File: src/rtl/cfg_prom_loader.sv
module cfg_prom_loader #(
  parameter int          CLK_FREQ_KHZ = 250_000,
  parameter int          PHASE_NS     = 2000,
  parameter logic [15:0] CSUM_TARGET  = 16'hBABA
) (
  input  logic        clk,
  input  logic        rst_n,
  input  logic        prom_miso,
  output logic        prom_sel,
  output logic        prom_clk,
  output logic        prom_mosi,
  output logic [47:0] mac_addr,
  output logic [4:0]  phy_addr,
  output logic        lockup_fix,
  output logic        image_ok,
  output logic        load_done
);

  localparam int PHASE_RAW = (CLK_FREQ_KHZ * PHASE_NS + 999_999) / 1_000_000;
  localparam int PHASE_CYC = (PHASE_RAW < 1) ? 1 : PHASE_RAW;
  localparam int PW        = $clog2(PHASE_CYC + 1);
  localparam logic [PW-1:0] RELOAD = PW'(PHASE_CYC - 1);
  localparam int FRAME_W   = 28;
  localparam logic [2:0] RD_CODE = 3'b110;

  typedef enum logic [2:0] {ST_GAP, ST_SEL, ST_PULSE, ST_LO, ST_HI, ST_TAIL, ST_DONE} st_t;

  st_t               st;
  logic [PW-1:0]     ph_cnt;
  logic [FRAME_W-1:0] frame;
  logic [FRAME_W-2:0] rx;
  logic [4:0]        bit_idx;
  logic [7:0]        word_idx;
  logic              probing, wide, last_word;
  logic [15:0]       sum;

  wire phase_end = (ph_cnt == '0);
  wire [FRAME_W-1:0] captured = {rx, prom_miso};
  wire [7:0] top_word = wide ? 8'hFF : 8'h3F;
  wire [FRAME_W-1:0] rd_frame = (probing || wide) ? {1'b0, RD_CODE, word_idx, 16'h0000}
                                                  : {3'b000, RD_CODE, word_idx[5:0], 16'h0000};

  always_ff @(posedge clk or negedge rst_n) begin
    if (!rst_n)                    ph_cnt <= RELOAD;
    else if (st == ST_DONE)        ph_cnt <= '0;
    else if (phase_end)            ph_cnt <= RELOAD;
    else                           ph_cnt <= ph_cnt - 1'b1;
  end

  always_ff @(posedge clk or negedge rst_n) begin
    if (!rst_n) begin
      st         <= ST_GAP;
      prom_sel   <= 1'b0;
      prom_clk   <= 1'b0;
      prom_mosi  <= 1'b0;
      frame      <= '0;
      rx         <= '0;
      bit_idx    <= '0;
      word_idx   <= '0;
      probing    <= 1'b1;
      wide       <= 1'b0;
      last_word  <= 1'b0;
      sum        <= '0;
      mac_addr   <= '0;
      phy_addr   <= '0;
      lockup_fix <= 1'b0;
      image_ok   <= 1'b0;
      load_done  <= 1'b0;
    end else begin
      load_done <= 1'b0;
      if (st != ST_DONE && phase_end) begin
        case (st)
          ST_GAP: begin
            if (last_word) begin
              st        <= ST_DONE;
              load_done <= 1'b1;
              image_ok  <= (sum == CSUM_TARGET);
            end else begin
              frame    <= rd_frame;
              prom_sel <= 1'b1;
              st       <= ST_SEL;
            end
          end
          ST_SEL: begin
            prom_clk <= 1'b1;
            st       <= ST_PULSE;
          end
          ST_PULSE: begin
            prom_clk  <= 1'b0;
            prom_mosi <= frame[FRAME_W-1];
            bit_idx   <= 5'(FRAME_W - 1);
            st        <= ST_LO;
          end
          ST_LO: begin
            prom_clk <= 1'b1;
            st       <= ST_HI;
          end
          ST_HI: begin
            prom_clk <= 1'b0;
            rx       <= captured[FRAME_W-2:0];
            if (bit_idx == 5'd0) begin
              prom_mosi <= 1'b0;
              st        <= ST_TAIL;
              if (probing) begin
                probing  <= 1'b0;
                wide     <= &captured[27:17];
                word_idx <= '0;
              end else begin
                sum <= sum + captured[15:0];
                case (word_idx)
                  8'd0: mac_addr[15:0]  <= captured[15:0];
                  8'd1: mac_addr[31:16] <= captured[15:0];
                  8'd2: mac_addr[47:32] <= captured[15:0];
                  8'd3: lockup_fix      <= (captured[1:0] != 2'b11);
                  8'd6: phy_addr        <= captured[4:0];
                  default: ;
                endcase
                if (word_idx == top_word) last_word <= 1'b1;
                else                      word_idx  <= word_idx + 8'd1;
              end
            end else begin
              prom_mosi <= frame[FRAME_W-2];
              frame     <= {frame[FRAME_W-2:0], 1'b0};
              bit_idx   <= bit_idx - 5'd1;
              st        <= ST_LO;
            end
          end
          ST_TAIL: begin
            prom_sel <= 1'b0;
            st       <= ST_GAP;
          end
          default: st <= ST_DONE;
        endcase
      end
    end
  end

endmodule

File: config.mk
export PLATFORM = sky130hd
export DESIGN_NAME = cfg_prom_loader
export DESIGN_NICKNAME = d
export VERILOG_FILES = /design/src/rtl/cfg_prom_loader.sv
export SDC_FILE = /design/constraint.sdc
export NUM_CORES = 1
export LEC_CHECK = 0
export BUFFER_PORTS_ARGS = -buffer_cell sky130_fd_sc_hd__buf_2
export CORE_AREA = 5 5 110 112
export CTS_CLUSTER_DIAMETER = 50
export DETAILED_ROUTE_END_ITERATION = 6
export DIE_AREA = 0 0 115 117
export PLACE_DENSITY = 0.91
export SETUP_SLACK_MARGIN = 0.5
export SLEW_MARGIN = 25
export SYNTH_ARGS = -nofsm -noshare
export SYNTH_HDL_FRONTEND = slang
export SYNTH_SLANG_ARGS = --single-unit
File: constraint.sdc
create_clock -name clk -period 6.2 [get_ports clk]
set_input_delay 0.93 -clock clk [delete_from_list [all_inputs] [get_ports clk]]
set_output_delay 0.93 -clock clk [all_outputs]
set_load 0.05 [all_outputs]
Word level (Yosys, flattened, before mapping) --
Index checks and enable logic that the tools add are counted.
Storage, ports and cells: output and inout port bits 59, input bits 3, register bits after elaboration 158, word-level logic and storage cells 94
Cells by class: mux-type cells 22, eq/ne operators 17, bitwise logic cells 1, $add $sub $neg 4, reductions and logical operators 30
Operators by type and width (number):
- $mux W28 | 2
- $pmux W28 S2 | 1
- $reduce_and A5 Y1 | 6
- $mux W27 | 1
- $mux W8 | 3
- $mux W9 | 2
- $pmux W3 S6 | 1
- $add A16 B16 Y16 | 1
- $eq A16 B16 Y1 const B | 1
- $eq A8 B2 Y1 const B | 2
- $reduce_and A4 Y1 | 4
- $reduce_and A3 Y1 | 4
- $reduce_and A11 Y1 | 1
- $pmux W5 S2 | 1
- $eq A3 B3 Y1 const B | 3
- $logic_not A9 Y1 | 1
- $sub A9 B1 Y9 const B | 1
- $add A8 B1 Y8 const B | 1
- $eq A8 B1 Y1 const B | 1
- $eq A8 B3 Y1 const B | 1
- $eq A8 B8 Y1 | 1
- $logic_not A8 Y1 | 1
- $ne A2 B2 Y1 const B | 4
- $reduce_bool A2 Y1 | 4
- 15 further kinds | 26

Logic depth before layout (Yosys ltp) --
Gate-level depths: netlist of run 1.
word-level depth 4, gate-level depth with buffers 9, mapped depth without buffers 8

Least setup slack after synthesis of run 1 --
Ideal clock, no wire load.
kind input-to-reg, start input port prom_miso, end register sum[14], arrival time 2622 ps, stages 8, data required time 6074 ps, library setup time 126 ps, path buffers 0, path slack 3452 ps, cells stage by stage ha_1 fa_1 a211oi_1 o21ai_0 and4_1 a211oi_1 xor2_1 o21ai_0
On the way: word-level cells in the longest chain between the ends 1
Ends and longest elaborated chain:
- from (decl) | line 8 | input logic prom_miso,
- $add A16 B16 Y16 | line 109 | sum <= sum + captured[15:0];
- to (signal assigned) | line 109
- to (decl) | line 35 | logic [15:0] sum;
Every way passes these cells. A chain may end at the register's enable or synchronous reset.

Worst setup path in the final report of run 1 --
start register ph_cnt[0], end register mac_addr[18]
On the way: word-level cells in the longest chain between the ends 3
Ends and longest elaborated chain:
- from (decl) | line 29 | logic [PW-1:0] ph_cnt;
- from (signal assigned) | line 47 | else ph_cnt <= ph_cnt - 1'b1;
- $logic_not A9 Y1 | line 37 | wire phase_end = (ph_cnt == '0);
- $logic_and A1 B1 Y1 | line 71 | if (st != ST_DONE && phase_end) begin
- $reduce_and A5 Y1 (no line)
- to (signal assigned) | line 112 | 8'd1: mac_addr[31:16] <= captured[15:0];
- to (decl) | line 12 | output logic [47:0] mac_addr,
Every way passes these cells.

==> impl_metrics.py, run 1 <==
metrics = {
    "critical_path": {
        "crit_buf_inv": 1,
        "cp_slowest_cell": "nor3b_1",
        "slowest_delay_ns": 0.67,
        "cp_cell_sequence": "inv_1 -> ha_1 -> nor3b_1 -> nand2_1 -> nor4_4 -> nand2_4 -> mux2_4",
        "timing.rr.start": "ph_cnt[0]$_DFF_PN1_",
        "critPathLaunchType": "register",
        "rrSetupSlack_ns": 3.09,
        "r2r_end": "mac_addr[18]$_DFFE_PN0P_",
        "crit_family": "simple AND/OR/NAND/NOR gates",
        "cp_max_fo": 16,
        "arrival_ns": 3.41,
        "crit_type": "register to register",
        "cp-end-kind": "register",
        "critPathRequiredTime_ns": 6.51,
        "reg2reg_depth": 7,
    },
    "clock_network": {
        "hold_buffers": 0,
        "htreeDepth": 4,
        "numCtsBuffers": 17,
        "clk_pin_slew_ns": 0.06,
        "post-cts-setup-buffer-count": 0,
        "cts_tree": "yes",
        "cts.sinks": 142,
        "worstSkewPairLatency_ns": 0.43,
        "cts_resized": 0,
        "cts_root_buf": "clkbuf_16",
        "cts_buffer_depth": 2,
    },
    "grt": {
        "antenna_found_initial": 0,
        "grt_max_degree": 91,
        "grt_pass1_vias": 5188,
        "track_usage": 0.254,
        "grt_pass1_wl_mm": 26.4,
        "grt_overflow": 0,
    },
    "synth": {
        "synth_nets": 613,
        "synthFlopType": "dfrtp_1",
        "synth.most_common_cell": "dfrtp_1",
        "netlist_instances": 588,
        "synth.distinct_cells": 63,
        "synth_top_area_share": 0.488,
        "yosys.area.top_type": "dfrtp_1",
        "yosysWarnings": 0,
        "async_reset_ff_frac": 1.00,
        "synth.top_cells.by_area": "dfrtp_1 49%, mux2_2 8.7%, mux2_4 6.6%",
        "mappedNetlistArea_um2": 6870,
        "seq_area_frac_synth": 0.518,
        "synth_edf_count": 0,
        "ys_ff_latch": 142,
        "synthTopCellsByCount": "134 x dfrtp_1, 53 x mux2_2, 53 x nand2_1, 49 x o21ai_0, 37 x nor2_1",
        "avgSynthCellArea_um2": 11.7,
    },
    "worst_hold_path": {
        "hold_depth": 1,
        "whs_endpoint": "frame[24]$_DFFE_PN0P_",
        "hold_path.class": "register to register",
        "hp-start": "frame[24]$_DFFE_PN0P_",
    },
    "finish": {
        "areaGrowthSynthToFinish_pct": 15.6,
        "layout-drive-gt1-share": 0.302,
        "layout.cells.non_filler": 805,
        "final_nets": 674,
        "diodes": 0,
    },
    "timing": {
        "max_slew_margin": 0.315,
        "slew_violations": 0,
        "fin_crit_ns": 3.11,
        "setup_tns_ns": 0,
        "finalHoldViolCount": 0,
        "setup_viol": 0,
        "tightest_slew_ns": 1.02,
        "skew_ns": 0.00819,
        "timing.final.crit_share": 0.501,
        "rsz0062_at_grt": "false",
        "fmax_mhz": 322,
    },
    "floorplan": {
        "num_rows": 39,
        "die-height_um": 117,
        "initial_core_util": 0.618,
        "coreArea_um2": 11100,
        "die_w_um": 115,
        "die-area_um2": 13500,
        "ios": 62,
    },
    "detailed_routing": {
        "ant_nets": 0,
        "via_per_inst": 6.29,
        "drtIter0Drc": 513,
        "vias": 5067,
        "wl_per_cell_um": 19.7,
        "remaining_drc_errors": 0,
        "first_pass_iters": 5,
        "wl_mm": 15.9,
    },
    "power_and_ir_drop": {
        "p_leak_uw": 0.00405,
        "vdd_drop_max_uv": 198,
        "power.density_nw_per_um2": 262,
        "power_uw": 2080,
    },
    "placement": {
        "numPortBuffers": 61,
        "dp.cells": 772,
        "place_congestion": 0.934,
        "hpwl_mm": 10.4,
    },
    "flow_run": {
        "max-cap-violations": 0,
    },
    "run_status": {
        "status": "finished clean",
    },
}
==> area by class of cell <==
type                    count  area [µm²]
fillers                   722        3180
multi-input cells         417        3180
well taps                 143         179
clock buffers              23         508
repair buffers             63         330
inverters                   8        30.0
clock inverters             9         154
flip-flops and latches    142        3560
==> logic make-up after synthesis <==
group / synth area share
fa+ha+maj: 0.0411
buf+inv: 0.0191
compound gates: 0.115
xor+xnor: 0.0204
flops: 0.518
mux: 0.163
simple gates: 0.123
==> flip-flops by register name, summed over array words and instances (netlist names) <==
| name | count |
|---|---|
| prom_clk | 1 |
| prom_mosi | 1 |
| bit_idx | 5 |
| wide | 1 |
| ph_cnt | 9 |
| frame | 12 |
| rx | 27 |
| prom_sel | 1 |
| load_done | 1 |
| mac_addr | 48 |
| lockup_fix | 1 |
| last_word | 1 |
| image_ok | 1 |
| sum | 16 |
| st | 3 |
| word_idx | 8 |
| phy_addr | 5 |
| probing | 1 |
==> report_power, final <==
group / internal [µW] / switching, µW / total, µW
combinational: 7.68 / 27.0 / 34.7
clock: 736 / 383 / 1120
sequential: 929 / 2.14 / 931
==> worst max-delay path by stage <==
| stage | end | slack [ns] | start | cells past startpoint |
|---|---|---|---|---|
| floorplan | sum[14]$_DFFE_PN0P_ | 3.45 | prom_miso | 8 |
| global placement | sum[14]$_DFFE_PN0P_ | 3.16 | prom_miso | 9 |
| detailed placement | sum[14]$_DFFE_PN0P_ | 3.10 | prom_miso | 9 |
| CTS | mac_addr[24]$_DFFE_PN0P_ | 3.11 | ph_cnt[0]$_DFF_PN1_ | 7 |
| global route | mac_addr[18]$_DFFE_PN0P_ | 2.95 | ph_cnt[0]$_DFF_PN1_ | 7 |
| finish | mac_addr[18]$_DFFE_PN0P_ | 3.09 | ph_cnt[0]$_DFF_PN1_ | 7 |
==> routing by layer <==
| layer | wire [µm] | track usage |
|---|---|---|
| met4 | 502 | 0.120 |
| met1 | 6500 | 0.318 |
| met5 | 0 | 0 |
| met3 | 1030 | 0.0622 |
| met2 | 7830 | 0.417 |
==> cells in the final DEF, fill, tap and decap left out, types with 5 or more instances in the layout <==
cell type / instances
nand3_1: 11
and3_1: 5
nor3_1: 10
a21o_1: 7
nor2_1: 37
xnor2_1: 7
buf_2: 60
a211oi_1: 6
clkbuf_8: 6
nand4_1: 6
dfrtp_1: 134
inv_1: 8
dfstp_2: 8
nand2_1: 52
nor4_1: 5
mux2_4: 30
mux2_2: 53
clkbuf_16: 17
a21oi_1: 32
ha_1: 21
o21ai_0: 49
xor2_1: 9
mux2i_1: 7
==> through the flow <==
stage          cell area (µm²)  hold slack, ns  utilization  setup slack [ns]
4_1_cts                   7940           0.474        0.713              3.11
3_5_place_dp              7270           0.461        0.654              3.10
2_1_floorplan             6870           0.441            -              3.45
3_3_place_gp              7270           0.455        0.654              3.16
5_1_grt                   7950           0.494        0.714              2.95
6_report                  7950           0.473        0.714              3.09
Power figures use the tool's default switching activity.
==> inputs of run 2 (changes only) <==
Settings changed: ABC_AREA set to 1, CORE_AREA 5 5 110 112 to 5 5 115 117, DIE_AREA 0 0 115 117 to 0 0 120 122, PLACE_DENSITY 0.91 to 0.86.
Clock period 6.2 ns to 3.15 ns, I/O delays scaled along.
==> run 2 against run 1 <==
Global-route usage shrank 2.6 points. Critical path depth grew 1. Clock power is 76% higher. Largest power group unchanged. Hold slack worse by 0.42 ns.
==> impl_metrics.py, run 2 <==
metrics = {
    "timing": {
        "skew_ns": 0.00857,
        "rsz0062_at_grt": "false",
        "setup_tns_ns": 0,
        "fin_crit_ns": 2.40,
        "fin_ws_ns": 0.752,
        "max_slew_margin": 0.526,
        "timing.final.crit_share": 0.761,
        "setup_viol": 0,
        "fmax_mhz": 417,
        "tightest_slew_ns": 0.710,
        "slew_violations": 0,
        "finalHoldViolCount": 0,
    },
    "finish": {
        "areaGrowthSynthToFinish_pct": 13.8,
        "fin_util": 0.654,
        "diodes": 0,
        "layout.cells.non_filler": 1061,
        "largest_register_ffs": 48,
        "reg_top3": "mac_addr x48, rx x27, sum x16",
        "final_nets": 923,
        "layout-drive-gt1-share": 0.179,
        "final_cell_mix": "274 x nand2_1, 134 x dfrtp_1, 84 x inv_1, 60 x buf_2, 54 x o21ai_0",
        "final_common_cell": "nand2_1",
        "top_register": "mac_addr",
    },
    "synth": {
        "synthFlopType": "dfrtp_1",
        "synth_xor_area_frac": 0.0162,
        "netlist_instances": 836,
        "synthSimpleGateAreaFrac": 0.251,
        "synth-compound-area-share": 0.115,
        "yosys.area.top_type": "dfrtp_1",
        "synth_top_area_share": 0.476,
        "seq_area_frac_synth": 0.506,
        "synthMuxAreaShare": 0.00142,
        "synth_edf_count": 0,
        "mappedNetlistArea_um2": 7050,
        "synthTopCellsByCount": "274 x nand2_1, 134 x dfrtp_1, 84 x inv_1, 54 x o21ai_0, 46 x nand3_1",
        "synth.distinct_cells": 38,
        "async_reset_ff_frac": 1.00,
        "avgSynthCellArea_um2": 8.43,
        "synth_fa_ha_area_frac": 0.0401,
        "synth.top_cells.by_area": "dfrtp_1 48%, nand2_1 15%, inv_1 4.5%",
        "yosysWarnings": 0,
        "ys_ff_latch": 142,
        "synth_top_family_by_area": "simple AND/OR/NAND/NOR gates",
        "synth_nets": 861,
        "synth.most_common_cell": "nand2_1",
    },
    "detailed_routing": {
        "via_per_inst": 5.42,
        "vias": 5749,
        "m1WireLength_mm": 7.03,
        "wl_mm": 15.9,
        "drtIter0Drc": 571,
        "remaining_drc_errors": 0,
        "wl_per_cell_um": 15.0,
        "wl_met2_mm": 7.71,
        "first_pass_iters": 5,
        "highest_layer": "met4",
        "ant_nets": 0,
        "dr_wl_met3_um": 943,
    },
    "grt": {
        "grt_pass1_wl_mm": 26.5,
        "antenna_found_initial": 0,
        "grt_pass1_vias": 5429,
        "grt_max_degree": 75,
        "grt_overflow": 0,
        "track_usage": 0.227,
    },
    "critical_path": {
        "cp_max_fo": 32,
        "critPathLaunchType": "register",
        "reg2reg_depth": 8,
        "crit_type": "register to register",
        "critPathLaunch": "st[1]$_DFFE_PN0N_",
        "r2r_end": "mac_addr[30]$_DFFE_PN0P_",
        "crit_path_end": "mac_addr[30]$_DFFE_PN0P_",
        "timing.rr.start": "st[1]$_DFFE_PN0N_",
        "critPathRequiredTime_ns": 3.42,
        "rrSetupSlack_ns": 0.75,
        "cp-end-kind": "register",
        "arrival_ns": 2.67,
    },
    "placement": {
        "hpwl_mm": 10.5,
        "place_congestion": 0.872,
        "pre_cts_slack_ns": 0.728,
        "numPortBuffers": 61,
        "dp.cells": 1029,
    },
    "floorplan": {
        "coreArea_um2": 12300,
        "initial_core_util": 0.575,
        "ios": 62,
        "die-area_um2": 14600,
        "die_w_um": 120,
        "num_rows": 41,
        "die-height_um": 122,
    },
    "power_and_ir_drop": {
        "power_frac_clock": 0.513,
        "p_int_uw": 3010,
        "power_switching_uw": 825,
        "p_comb_frac": 0.012,
        "p_leak_uw": 0.00418,
        "p_sw_frac": 0.215,
        "vdd_drop_max_uv": 380,
        "power_uw": 3840,
        "power.density_nw_per_um2": 478,
        "seqPwrFrac": 0.476,
    },
    "clock_network": {
        "cts_buffer_depth": 2,
        "post-cts-setup-buffer-count": 0,
        "worstSkewPairLatency_ns": 0.42,
        "clk_pin_slew_ns": 0.06,
        "cts_root_buf": "clkbuf_16",
        "cts.sinks": 142,
        "cts_tree": "yes",
        "htreeDepth": 4,
        "numCtsBuffers": 17,
        "cts_resized": 0,
        "hold_buffers": 0,
    },
    "run_status": {
        "status": "finished clean",
    },
    "worst_hold_path": {
        "hold_path.class": "input pin to asynchronous set/reset pin",
    },
    "flow_run": {
        "max-cap-violations": 0,
    },
}
==> run 2: changes by cell type in the layout (fill, tap and decap cells not counted), sizes merged, moves of 5 or more <==
cell / change
mux2: -83
and3: -5
nor2: +7
a211oi: -6
nand3: +40
a21oi: -13
clkbuf: -5
nand2: +224
nor4: -5
or2: +5
a21o: -7
mux2i: -6
o21ai: +68
inv: +83
==> run 2: layer usage <==
layer / up-vias / track usage
met5: - / 0
li1: 2820 / -
met3: 22 / 0.0474
met2: 187 / 0.372
met1: 2720 / 0.311
met4: 0 / 0.0616
==> run 2: power by group through the flow <==
stage,clock [µW],combinational (µW),sequential [µW]
3_5_place_dp,0,46.4,1860
4_1_cts,1980,46.6,1820
5_1_grt,2070,53.4,1820
6_report,1970,44.4,1820
2_1_floorplan,0,2.45,1860
3_3_place_gp,0,45.9,1860
==> run 2: per-stage QoR <==
stage          hold slack [ns]  area [µm²]
2_1_floorplan            0.177        7050
3_3_place_gp             0.457        7430
3_5_place_dp             0.462        7430
4_1_cts                 0.0878        8010
5_1_grt                  0.102        8020
6_report                0.0489        8020
==> run 2: cell type report <==
type                            count  area [µm²]
Sequential cell                   142        3560
Clock inverter                     14         143
Multi-Input combinational cell    581        3000
Timing Repair Buffer               66         349
Fill cell                         917        4240
Tap cell                          150         188
Inverter                           90         340
Clock buffer                       18         439
==> run 2: cells by family after synthesis <==
| family | Yosys count |
|---|---|
| flip-flops | 142 |
| AO/OA/AOI/OAI | 140 |
| buffers and inverters | 113 |
| AND/OR/NAND/NOR | 405 |
| XOR/XNOR | 13 |
| multiplexers | 1 |
| adder cells (fa/ha/maj) | 22 |
==> run 2: worst min-delay path by stage <==
stage,startpoint,to,slack [ns],cells after the start
floorplan,rst_n,bit_idx[0]$_DFFE_PN0P_,0.18,0
global placement,frame[25]$_DFFE_PN0P_,frame[25]$_DFFE_PN0P_,0.46,2
detailed placement,frame[25]$_DFFE_PN0P_,frame[25]$_DFFE_PN0P_,0.46,2
CTS,rst_n,word_idx[1]$_DFFE_PN0P_,0.09,1
global route,rst_n,frame[19]$_DFFE_PN0P_,0.10,1
finish,rst_n,frame[19]$_DFFE_PN0P_,0.05,1
==> run 2: worst max-delay path: stages, from the launching register on <==
cell	delay, ns
dfrtp_1	0.48
nor2_4	0.19
nand2_4	0.15
inv_4	0.22
nand2_4	0.11
nor2_4	0.20
nand3_2	0.57
nand2_1	0.24
o21ai_1	0.09
